### config.mk
export PLATFORM = sky130hd
export DESIGN_NAME = lcd_timing_gen
export DESIGN_NICKNAME = d
export VERILOG_FILES = /design/src/rtl/lcdt_pkg.sv /design/src/rtl/lcdt_cfg.sv /design/src/rtl/lcdt_counter.sv /design/src/rtl/lcd_timing_gen.sv
export SDC_FILE = /design/constraint.sdc
export NUM_CORES = 1
export LEC_CHECK = 0
export ABC_AREA = 1
export BUFFER_PORTS_ARGS = -buffer_cell sky130_fd_sc_hd__buf_2
export CORE_MARGIN = 3
export CORE_UTILIZATION = 55
export DETAILED_ROUTE_END_ITERATION = 7
export PLACE_DENSITY = 0.85
export SLEW_MARGIN = 20
export SYNTH_ARGS = -nofsm -noshare
export SYNTH_HDL_FRONTEND = slang
export SYNTH_SLANG_ARGS = --single-unit
### constraint.sdc
create_clock -name clk -period 3.8 [get_ports clk]
set_input_delay 0.76 -clock clk [delete_from_list [all_inputs] [get_ports clk]]
set_output_delay 0.76 -clock clk [all_outputs]
set_load 0.05 [all_outputs]
### src/rtl/lcdt_pkg.sv
package lcdt_pkg;

  typedef enum logic [1:0] {
    PM_ONE   = 2'b00,
    PM_TWO   = 2'b01,
    PM_THREE = 2'b10,
    PM_BAD   = 2'b11
  } pix_mode_e;

  function automatic int unsigned clocks_per_pixel(input logic [1:0] m);
    case (m)
      PM_ONE:   return 1;
      PM_TWO:   return 2;
      PM_THREE: return 3;
      default:  return 0;
    endcase
  endfunction

endpackage

### src/rtl/lcdt_cfg.sv
module lcdt_cfg
  import lcdt_pkg::*;
#(
  parameter int H_TOTAL  = 336,
  parameter int H_SYNC   = 2,
  parameter int H_LEAD   = 7,
  parameter int H_ACTIVE = 320,
  parameter int DLY_M1   = 3,
  parameter int DLY_M2   = 5,
  parameter int COL_W    = 10
) (
  input  logic             clk,
  input  logic             rst,
  input  logic             load,
  input  logic [1:0]       mode,
  output logic             legal,
  output logic [COL_W-1:0] last_col,
  output logic [COL_W-1:0] sync_end,
  output logic [COL_W-1:0] first_px,
  output logic [COL_W-1:0] last_px
);

  logic [COL_W-1:0] d_last, d_sync, d_first, d_lastpx;
  logic [COL_W-1:0] s_last, s_sync, s_first, s_lastpx;

  always_comb begin
    int unsigned c;
    int unsigned dly;
    c   = clocks_per_pixel(mode);
    dly = 0;
    if (mode == PM_TWO)   dly = DLY_M1;
    if (mode == PM_THREE) dly = DLY_M2;
    legal = (c != 0);
    if (c == 0) begin
      d_last   = '0;
      d_sync   = '0;
      d_first  = '0;
      d_lastpx = '0;
    end else begin
      d_last   = COL_W'(H_TOTAL * c - 1);
      d_sync   = COL_W'(H_SYNC * c);
      d_first  = COL_W'(H_LEAD * c + dly);
      d_lastpx = COL_W'(H_LEAD * c + dly + H_ACTIVE * c - 1);
    end
  end

  always_ff @(posedge clk) begin
    if (rst) begin
      s_last   <= '0;
      s_sync   <= '0;
      s_first  <= '0;
      s_lastpx <= '0;
    end else if (load) begin
      s_last   <= d_last;
      s_sync   <= d_sync;
      s_first  <= d_first;
      s_lastpx <= d_lastpx;
    end
  end

  assign last_col = load ? d_last   : s_last;
  assign sync_end = load ? d_sync   : s_sync;
  assign first_px = load ? d_first  : s_first;
  assign last_px  = load ? d_lastpx : s_lastpx;

endmodule

### src/rtl/lcdt_counter.sv
module lcdt_counter #(
  parameter int W = 8
) (
  input  logic         clk,
  input  logic         rst,
  input  logic         clear,
  input  logic         adv,
  input  logic [W-1:0] last,
  output logic [W-1:0] q,
  output logic [W-1:0] nxt,
  output logic         wrap
);

  assign wrap = adv && (q == last);

  always_comb begin
    if (clear)     nxt = '0;
    else if (wrap) nxt = '0;
    else if (adv)  nxt = q + W'(1);
    else           nxt = q;
  end

  always_ff @(posedge clk) begin
    if (rst) q <= '0;
    else     q <= nxt;
  end

  assert_count_step_R4: assert property (@(posedge clk) disable iff (rst)
    (adv && !clear && q != last) |=> (q == $past(q) + W'(1)));

  assert_count_wrap_R4: assert property (@(posedge clk) disable iff (rst)
    (adv && !clear && q == last) |=> (q == '0));

endmodule

### src/rtl/lcd_timing_gen.sv
module lcd_timing_gen
  import lcdt_pkg::*;
#(
  parameter int H_TOTAL  = 336,
  parameter int H_SYNC   = 2,
  parameter int H_LEAD   = 7,
  parameter int H_ACTIVE = 320,
  parameter int V_ACTIVE = 240,
  parameter int V_BLANK  = 4,
  parameter int DLY_M1   = 3,
  parameter int DLY_M2   = 5,
  parameter int COL_W    = $clog2(H_TOTAL * 3),
  parameter int LINE_W   = $clog2(V_ACTIVE + V_BLANK)
) (
  input  logic              clk,
  input  logic              rst,
  input  logic              start,
  input  logic              stop,
  input  logic [1:0]        pix_mode,
  output logic              hsync_n,
  output logic              vsync_n,
  output logic              data_valid,
  output logic [COL_W-1:0]  col_o,
  output logic [LINE_W-1:0] line_o
);

  localparam int V_TOTAL = V_ACTIVE + V_BLANK;
  localparam int V_TOP   = V_BLANK / 2;
  localparam logic [LINE_W-1:0] LINE_LAST  = LINE_W'(V_TOTAL - 1);
  localparam logic [LINE_W-1:0] VIS_FIRST  = LINE_W'(V_TOP);
  localparam logic [LINE_W-1:0] VIS_LAST   = LINE_W'(V_TOP + V_ACTIVE - 1);

  logic running, run_nx, launch, legal, clr;
  logic [COL_W-1:0] last_col, sync_end, first_px, last_px;
  logic [COL_W-1:0] h_q, h_nx;
  logic [LINE_W-1:0] v_q, v_nx;
  logic h_wrap, v_wrap;

  assign launch = !running && start && !stop && legal;
  assign run_nx = !stop && (running || launch);
  assign clr    = !run_nx || launch;

  lcdt_cfg #(
    .H_TOTAL(H_TOTAL), .H_SYNC(H_SYNC), .H_LEAD(H_LEAD), .H_ACTIVE(H_ACTIVE),
    .DLY_M1(DLY_M1), .DLY_M2(DLY_M2), .COL_W(COL_W)
  ) u_cfg (
    .clk(clk), .rst(rst), .load(launch), .mode(pix_mode),
    .legal(legal), .last_col(last_col), .sync_end(sync_end),
    .first_px(first_px), .last_px(last_px)
  );

  lcdt_counter #(.W(COL_W)) u_col (
    .clk(clk), .rst(rst), .clear(clr), .adv(running),
    .last(last_col), .q(h_q), .nxt(h_nx), .wrap(h_wrap)
  );

  lcdt_counter #(.W(LINE_W)) u_line (
    .clk(clk), .rst(rst), .clear(clr), .adv(running && h_wrap),
    .last(LINE_LAST), .q(v_q), .nxt(v_nx), .wrap(v_wrap)
  );

  always_ff @(posedge clk) begin
    if (rst) begin
      running    <= 1'b0;
      hsync_n    <= 1'b1;
      vsync_n    <= 1'b1;
      data_valid <= 1'b0;
    end else begin
      running    <= run_nx;
      hsync_n    <= !(run_nx && (h_nx < sync_end));
      vsync_n    <= !(run_nx && (v_nx == '0) && (h_nx < sync_end));
      data_valid <= run_nx && (v_nx >= VIS_FIRST) && (v_nx <= VIS_LAST)
                    && (h_nx >= first_px) && (h_nx <= last_px);
    end
  end

  assign col_o  = h_q;
  assign line_o = v_q;

  assert_stop_idle_R9: assert property (@(posedge clk) disable iff (rst)
    stop |=> (hsync_n && vsync_n && !data_valid && col_o == '0 && line_o == '0));

  assert_bad_mode_R2: assert property (@(posedge clk) disable iff (rst)
    (!running && start && pix_mode == PM_BAD) |=> (hsync_n && vsync_n && !data_valid));

  assert_launch_R3: assert property (@(posedge clk) disable iff (rst)
    (!running && start && !stop && pix_mode != PM_BAD)
      |=> (!hsync_n && !vsync_n && col_o == '0 && line_o == '0));

  assert_vs_inside_hs_R6: assert property (@(posedge clk) disable iff (rst)
    !vsync_n |-> !hsync_n);

  assert_valid_clear_of_sync_R7: assert property (@(posedge clk) disable iff (rst)
    data_valid |-> hsync_n);

endmodule

==> results.yml <==
synthesis:
  syn_nets: 581
  synth-compound-area-share: 0.0549
  netlist_area_um2: 3670
  synth-xor-area-share: 0.0287
  ys.flop_type: "dfxtp_1"
  yosys_warnings: 0
  muxShareOfSynthArea: 0.00273
  synth_area_per_cell_um2: 6.83
  synth-simple-area-share: 0.349
  synth_top_family_by_area: "simple AND/OR/NAND/NOR gates"
  synthAdderAreaFrac: 0.130
  synth_seq_cells: 62
  synth-async-reset-ratio: 0
  synth_edf_count: 0
  syn_inst: 537
  yosysUniqueCellTypes: 32
  ys_seq_area_frac: 0.339
sta:
  fmax_mhz: 289
  rsz0062_at_grt: "false"
  setup_viol: 0
  fin_crit_sh: 0.910
  slew_violations: 0
  skew_ps: 5.56
  hold_viol: 0
  max_slew_margin: 0.566
  finalCriticalPeriod_ps: 3460
  fin_setup_tns_ps: 0
  worst_pin_slew_ps: 651
power:
  seqPwrFrac: 0.493
  sw_frac_of_total: 0.260
  peakVddDrop_v: 0.000183
  switchingPower_mw: 0.354
  intPower_mw: 1.00
  p_leak_nw: 2.03
  clockPowerShare: 0.380
  comb_power_share: 0.127
  power_density_nw_per_um2: 333
cts:
  cts_tree: "yes"
  cts_buffer_depth: 2
  ctsHtreeMaxLevel: 3
  path_clk_slew_ps: 60
  clkSinkCount: 62
  clk_latency_ps: 340
  cts_buffers: 9
  clockRootBuffer: "clkbuf_8"
global_route:
  antenna_found_initial: 0
  grt_start_max_net_pins: 36
  first_global_vias: 3246
  grt_pass1_wl_um: 13900
  grt_usage: 0.230
  overflow: 0
setup_path:
  crit_fanout: 27
  cp.required_ps: 4040
  arrival_ps: 3690
  end_kind: "flop"
  start_kind: "input port"
  path_class: "in2reg"
routing:
  vias: 3376
  finalWirelength_um: 8090
  remaining_drc_errors: 0
  first_pass_iters: 4
  vias_per_cell: 5.20
  first_iter_violations: 264
  ant_nets: 0
  routedWlPerCell_um: 12.5
flow_run:
  cap_violations: 0
final_layout:
  drive_above_1_share: 0.107
  fin_nets: 613
  syn_to_final_growth_pct: 11.1
  finalNonFillerCells: 649
  final_common_cell: "nand2_1"
  antenna_cells: 0
  final_cell_mix: "151 x nand2_1, 73 x inv_1, 71 x nor2_1"
die:
  core_um2: 6420
  pin_count: 27
  fp-row-count: 29
  die-area_um2: 7680
  start_util: 0.571
  die_h_um: 87.6
  die_w_um: 87.6
place:
  post-place-cells: 635
  globalplace.congestion: 0.979
  hpwl_um: 6130
  portBuffers: 26
run_status:
  run_status: "finished clean"
min_path:
  hold_path.class: "reg2reg"
## metal layers
layer	vias up	share of wire	wire [µm]	GRT usage
li1	1747	-	-	-
met1	1518	0.44	3550	0.281
met2	91	0.48	3890	0.385
met3	20	0.054	434	0.0395
met4	0	0.027	219	0.124
met5	-	0	0	0
## area by class of cell
class	instances	area [µm²]
inverter	74	278
fill	548	2350
tap	77	96.3
clock inverter	1	5.00
sequential	62	1240
timing repair buffer	36	205
clock buffer	13	169
multi-input combinational	386	2080
## critical path: stages
cell and delay (ps):
buf_2 130, ha_1 230, nor2_4 190, nand2_4 190, nand2_1 160, nand2_1 80, nand2_1 60, nand2_1 60
nor2_2 90, nand2_1 80, nor2_4 140, nand2_4 50, nand2_1 100, inv_1 80, ha_1 290, nand2_1 80
o21a_1 190, o21ai_0 150, nand3_1 100, a21oi_1 130, nor2_1 40, o21ai_0 140, a21oi_1 60, nand2_1 70
nor2_2 30
## Yosys cell counts, drive strengths merged (2+ instances only)
cell type / n / area share
dfxtp: 62 / 0.34
nand3: 46 / 0.064
ha: 38 / 0.13
xnor2: 3 / 0.0072
nand3b: 2 / 0.0041
a31oi: 2 / 0.0034
a21oi: 23 / 0.032
nand2: 153 / 0.16
o21ai: 8 / 0.011
buf: 7 / 0.013
nor3: 13 / 0.018
clkbuf: 8 / 0.0082
inv: 73 / 0.075
nor2: 78 / 0.092
nand4: 5 / 0.0085
xor2: 9 / 0.022
## state kept, by name (all words and copies together) (netlist names)
register,flops
u_line.q,8
u_cfg.s_last,10
u_cfg.s_first,10
u_col.q,10
running,1
data_valid,1
vsync_n,1
u_cfg.s_sync,10
u_cfg.s_lastpx,10
hsync_n,1
## per-stage QoR
stage                     area, µm²  setup slack (ps)  power (mW)  utilization  hold WS (ps)
after global placement         3890               114       0.847        0.606           434
after floorplan                3670               160       0.813            -           425
after global routing           4070              9.37        1.42        0.634           466
final                          4070               344        1.36        0.634           447
after detailed placement       3890              23.1       0.853        0.606           436
after CTS                      4070               368        1.37        0.633           446
## worst paths after layout
path         slack, ps               to       startpoint  cells past startpoint
max                340       data_valid      pix_mode[0]                     25
min                450  u_cfg.s_sync[0]  u_cfg.s_sync[0]                      2
max reg2reg        550       data_valid          running                     22
min reg2reg        450  u_cfg.s_sync[0]  u_cfg.s_sync[0]                      2
## timing repair
action,4_1_cts,5_1_grt
hold endpoints to repair,0,0
gates resized for setup,0,2
setup endpoints to repair,0,1
buffers inserted,0,0
hold buffers,0,0
## power by group through the flow
stage | sequential, mW | combinational (mW) | clock (mW)
2_1_floorplan | 0.683 | 0.130 | 0
3_3_place_gp | 0.683 | 0.164 | 0
3_5_place_dp | 0.684 | 0.169 | 0
4_1_cts | 0.669 | 0.171 | 0.530
5_1_grt | 0.670 | 0.197 | 0.554
6_report | 0.669 | 0.172 | 0.517
## cells by family after synthesis
| kind of cell | after synthesis |
|---|---|
| AOI/OAI and AO/OA | 37 |
| muxes | 1 |
| and+or+nand+nor | 298 |
| xor gates and xnor gates | 12 |
| adders and majority gates | 38 |
| DFF | 62 |
| buffers and inverters | 89 |
Note: power is estimated with default switching activity, not from simulation.
